## src/rtl/lsb_scr_pkg.sv

```systemverilog
package lsb_scr_pkg;

    typedef enum logic [2:0] {
        XF_PASS      = 3'b000,
        XF_SCR_B0    = 3'b001,
        XF_OVR_B0    = 3'b010,
        XF_OVR_B1    = 3'b011,
        XF_SCR_B1    = 3'b100,
        XF_SCR_OVR1  = 3'b101,
        XF_SCR_OVR2  = 3'b110,
        XF_SPARE     = 3'b111
    } xform_e;

    localparam int unsigned PRBS_LEN  = 31;
    localparam int unsigned PRBS_TAP  = 28;
    localparam logic [PRBS_LEN-1:0] PRBS_SEED = 31'h4B3C2D1E;

endpackage

```

## src/rtl/lsb_scr_lfsr.sv

```systemverilog
module lsb_scr_lfsr #(
    parameter int unsigned LEN  = lsb_scr_pkg::PRBS_LEN,
    parameter int unsigned TAP  = lsb_scr_pkg::PRBS_TAP,
    parameter logic [LEN-1:0] SEED = lsb_scr_pkg::PRBS_SEED
) (
    input  logic clk,
    input  logic rst_n,
    input  logic step,
    output logic prbs
);
    logic [LEN-1:0] shreg_d, shreg_q;
    logic           fb;

    always_comb begin
        fb      = shreg_q[LEN-1] ^ shreg_q[TAP-1];
        shreg_d = shreg_q;
        if (step) begin
            shreg_d = {shreg_q[LEN-2:0], fb};
        end
    end

    always_ff @(posedge clk) begin
        if (!rst_n) begin
            shreg_q <= SEED;
        end else begin
            shreg_q <= shreg_d;
        end
    end

    assign prbs = shreg_q[LEN-1];
endmodule

```

## src/rtl/lsb_scr_xform.sv

```systemverilog
module lsb_scr_xform
    import lsb_scr_pkg::*;
#(
    parameter int unsigned DATA_W = 16
) (
    input  logic [DATA_W-1:0] din,
    input  logic              ovr,
    input  logic              prbs,
    input  logic [2:0]        sel,
    output logic [DATA_W-1:0] dout
);
    logic [DATA_W-1:0] flipped;

    always_comb begin
        flipped = din ^ {DATA_W{prbs}};
        dout    = din;
        unique case (xform_e'(sel))
            XF_SCR_B0: begin
                dout    = flipped;
                dout[0] = prbs;
            end
            XF_OVR_B0: dout[0] = ovr;
            XF_OVR_B1: dout[1] = ovr;
            XF_SCR_B1: begin
                dout    = flipped;
                dout[1] = prbs;
            end
            XF_SCR_OVR1: begin
                dout    = flipped;
                dout[0] = prbs;
                dout[1] = ovr;
            end
            XF_SCR_OVR2: begin
                dout    = flipped;
                dout[1] = prbs;
                dout[2] = ovr;
            end
            default: dout = din;
        endcase
    end
endmodule

```

## src/rtl/lsb_scrambler.sv

```systemverilog
module lsb_scrambler #(
    parameter int unsigned DATA_W = 16
) (
    input  logic              clk,
    input  logic              rst_n,
    input  logic              in_valid,
    input  logic [DATA_W-1:0] in_data,
    input  logic              in_ovr,
    input  logic [2:0]        mode,
    output logic              out_valid,
    output logic [DATA_W-1:0] out_data
);
    typedef struct packed {
        logic              valid;
        logic [DATA_W-1:0] data;
    } out_reg_t;

    out_reg_t          st_d, st_q;
    logic              prbs_bit;
    logic [DATA_W-1:0] xf_word;

    lsb_scr_lfsr u_lfsr (
        .clk   (clk),
        .rst_n (rst_n),
        .step  (in_valid),
        .prbs  (prbs_bit)
    );

    lsb_scr_xform #(.DATA_W(DATA_W)) u_xform (
        .din  (in_data),
        .ovr  (in_ovr),
        .prbs (prbs_bit),
        .sel  (mode),
        .dout (xf_word)
    );

    always_comb begin
        st_d       = st_q;
        st_d.valid = in_valid;
        if (in_valid) begin
            st_d.data = xf_word;
        end
    end

    always_ff @(posedge clk) begin
        if (!rst_n) begin
            st_q <= '0;
        end else begin
            st_q <= st_d;
        end
    end

    assign out_valid = st_q.valid;
    assign out_data  = st_q.data;
endmodule

```

## config.mk

```make
export PLATFORM = sky130hd
export DESIGN_NAME = lsb_scrambler
export DESIGN_NICKNAME = d
export VERILOG_FILES = /design/src/rtl/lsb_scr_pkg.sv /design/src/rtl/lsb_scr_lfsr.sv /design/src/rtl/lsb_scr_xform.sv /design/src/rtl/lsb_scrambler.sv
export SDC_FILE = /design/constraint.sdc
export NUM_CORES = 1
export LEC_CHECK = 0
export ABC_CLOCK_PERIOD_IN_PS = 1600
export BUFFER_PORTS_ARGS = -buffer_cell sky130_fd_sc_hd__buf_2
export CAP_MARGIN = 20
export CORE_MARGIN = 10
export CORE_UTILIZATION = 54
export CTS_CLUSTER_SIZE = 12
export DETAILED_ROUTE_END_ITERATION = 8
export GPL_TIMING_DRIVEN = 0
export PLACE_DENSITY = 0.78
export SYNTH_ARGS = -nofsm -noshare
export SYNTH_HDL_FRONTEND = slang
export SYNTH_SLANG_ARGS = --single-unit
```

## constraint.sdc

```tcl
create_clock -name clk -period 1.6 [get_ports clk]
set_input_delay 0.48 -clock clk [delete_from_list [all_inputs] [get_ports clk]]
set_output_delay 0.48 -clock clk [all_outputs]
set_load 0.005 [all_outputs]
```

==> impl_metrics.env <==
export IMPL_start_util_pct=55.6
export IMPL_p_per_area_nw_per_um2=990
export IMPL_cap_violations=0
export IMPL_status="completed"
export IMPL_synth_area_per_cell_um2=10.1
export IMPL_grt_util_all_layers_pct=12.1
export IMPL_start_kind="input pin"
export IMPL_gp_congestion=0.794
export IMPL_antennaDiodeCount=0
export IMPL_via_per_inst=5.05
export IMPL_hp_class="input pin to register"
export IMPL_wirelength_um=3820
export IMPL_rr_startpoint="u_lfsr.shreg_q[30]"
export IMPL_slowest_delay_ps=250
export IMPL_tightestPinTransition_ps=478
export IMPL_synth_top_area_cell="dfxtp_1"
export IMPL_setup_worst_path_end="out_data[8]"
export IMPL_synth_ff_latch_count=48
export IMPL_ys_flop_type="dfxtp_1"
export IMPL_worstPathRequired_ps=1760
export IMPL_cts_setup_buffers=0
export IMPL_cp_arrival_ps=1440
export IMPL_fmax_mhz=784
export IMPL_overflow=0
export IMPL_core_um2=3660
export IMPL_dr_total_vias=1475
export IMPL_whs_ps=472
export IMPL_ctsLongestPathBuffers=2
export IMPL_drive_gt1_share_pct=23.0
export IMPL_cts_hold_buf=0
export IMPL_r2r_worst_path_cells=5
export IMPL_area_growth_pct=15.4
export IMPL_min_period_over_period_pct=79.8
export IMPL_cp_num_cells=6
export IMPL_place_hpwl_um=2860
export IMPL_combPwrFrac_pct=15.0
export IMPL_reg2reg_slack_ps=430
export IMPL_fin_worst_skew_ps=2.87
export IMPL_utilization_pct=64.2
export IMPL_grt_pass1_vias=1458
export IMPL_vdd_drop_max_mv=0.667
export IMPL_grt_max_degree=14
export IMPL_crit_type="input pin to register"
export IMPL_cts_tree="done"
export IMPL_numCtsBuffers=5
export IMPL_grt_pass1_wl_um=6440
export IMPL_worstSetupEndpointType="register"
export IMPL_yosysMostFrequentCell="dfxtp_1"
export IMPL_dieWidth_um=81.4
export IMPL_first_pass_iters=4
export IMPL_synth_edf_count=0
export IMPL_ctsResizeCount=0
export IMPL_setup_viol=0
export IMPL_crit_buf_inv=2
export IMPL_rsz0062_at_grt="no"
export IMPL_p_clk_share_pct=28.5
export IMPL_maxSlewViolCount=0
export IMPL_io_pins=40
export IMPL_root_buffer="clkbuf_8"
export IMPL_slew_headroom_pct=68.1
export IMPL_syn_inst=202
export IMPL_yosys_top_cells_area="dfxtp_1, mux2i_1, nor2b_1, xor2_1, o21ai_0"
export IMPL_synth_distinct_cells=33
export IMPL_holdPathStages=3
export IMPL_seq_area_frac_synth_pct=47.2
export IMPL_hold_viol=0
export IMPL_synth_warnings=0
export IMPL_route_detailed_drc=0
export IMPL_p_int_uw=1750
export IMPL_rows=22
export IMPL_pwr_share_seq_pct=56.5
export IMPL_r2r_end="out_data[8]"
export IMPL_crit_path_max_fanout=10
export IMPL_portBuffers=35
export IMPL_crit_path_top_delay_cell="o21ai_4"
export IMPL_htreeDepth=2
export IMPL_cp_top_family="compound AO/OA/AOI/OAI gates"
export IMPL_clock_sinks=48
export IMPL_final_min_clock_period_ps=1280
export IMPL_yosysTopAreaCellShare_pct=47.2
export IMPL_async_flop_share_pct=0
export IMPL_swShare_pct=25.0
export IMPL_synthesis_area_um2=2040
export IMPL_die_h_um=81.4
export IMPL_drtAntennaViolNets=0
export IMPL_syn_nets=225
export IMPL_p_total_uw=2330
export IMPL_cp_startpoint="mode[0]"
export IMPL_synth_common_cells="dfxtp_1, mux2i_1, nand2_1"
export IMPL_antenna_found_initial=0
export IMPL_p_leak_uw=0.00106
export IMPL_die_area_um2=6630
export IMPL_drtIter0Drc=63
export IMPL_nets=267
export IMPL_worstSkewPairLatency_ps=290
export IMPL_crit_chain="buf_2 > nor2b_4 > o21ai_4 > buf_12 > xor2_1 > a21oi_1"
export IMPL_p_sw_uw=581
export IMPL_wl_per_cell_um=13.1
export IMPL_path_clk_slew_ps=80
## layer usage
layer  global-route usage, %  share of wire (%)  wire, µm  up-vias
met5                       0                  0         0        -
met4                    4.15                1.5        56        0
met3                    3.38                4.8       185        5
met2                    21.2                 51      1930       25
met1                    13.8                 43      1650      679
li1                        -                  -         -      766
## state kept, by name, summed over array words and instances, names as in the netlist
| register | flops |
|---|---|
| out_valid | 1 |
| u_lfsr.shreg_q | 31 |
| out_data | 16 |
## kinds of logic (layout without fill, tap and decap cells)
| logic type | Yosys count | count (layout) | share of synthesized area (%) |
|---|---|---|---|
| compound gates | 44 | 44 | 13.0 |
| xor+xnor | 15 | 15 | 7.56 |
| buf+inv | 20 | 62 | 5.53 |
| flops | 48 | 48 | 47.2 |
| mux | 29 | 29 | 14.3 |
| simple gates | 46 | 46 | 12.5 |
## power by group through the flow
stage,logic (µW),clock network [µW],registers (µW)
after global placement,345,0,1340
after detailed placement,355,0,1340
after CTS,356,680,1310
after floorplan,240,0,1340
after global routing,393,744,1320
final,349,664,1310
## layout by cell type (no fill, tap or decap), drive strengths merged
| master | Yosys | final |
|---|---|---|
| o2111ai | 1 | 1 |
| dfxtp | 48 | 48 |
| a21oi | 14 | 14 |
| o21ai | 18 | 18 |
| clkinv | 0 | 1 |
| nand2 | 18 | 18 |
| nor4bb | 1 | 1 |
| a32oi | 1 | 1 |
| a21boi | 1 | 1 |
| o31ai | 1 | 1 |
| a21o | 1 | 1 |
| inv | 3 | 3 |
| nand2b | 2 | 2 |
| a31oi | 4 | 4 |
| and2 | 1 | 1 |
| nor2b | 18 | 18 |
| mux2i | 29 | 29 |
| nor2 | 1 | 1 |
| nor3b | 1 | 1 |
| clkbuf | 8 | 14 |
| a221o | 1 | 1 |
| nor3 | 3 | 3 |
| buf | 9 | 44 |
| o211a | 1 | 1 |
| o211ai | 1 | 1 |
| xnor2 | 1 | 1 |
| xor2 | 14 | 14 |
| nand3 | 1 | 1 |
## worst reg2reg max path: stages, from the launching register on
cell	delay, ps
dfxtp_1	300
buf_2	170
o21ai_4	130
buf_12	190
xor2_1	170
a21oi_1	90
## layout make-up
class	count	area [µm²]
fill	326	1310
timing repair buffer	35	175
clock inverter	1	5.00
buffer	17	101
inverter	3	11.3
tap	48	60.1
sequential	48	961
multi-input combinational	134	963
clock buffer	6	72.6
## through the flow
step           setup TNS [ps]  instances  area (µm²)  worst slack [ps]
2_1_floorplan               0        202        2040               165
3_3_place_gp                0        285        2270              57.8
3_5_place_dp            -3.78        285        2270             -3.78
4_1_cts                     0        292        2350               315
5_1_grt                     0        292        2350               213
6_report                    0        292        2350               324
## worst min-delay path by stage
stage / startpoint / endpoint / slack [ps]
2_1_floorplan: u_lfsr.shreg_q[10] / u_lfsr.shreg_q[10] / 440
3_3_place_gp: u_lfsr.shreg_q[26] / u_lfsr.shreg_q[27] / 450
3_5_place_dp: u_lfsr.shreg_q[18] / u_lfsr.shreg_q[19] / 460
4_1_cts: in_data[2] / out_data[2] / 470
5_1_grt: in_data[2] / out_data[2] / 480
6_report: in_data[2] / out_data[2] / 470
Note: power is estimated with default switching activity, not from simulation.
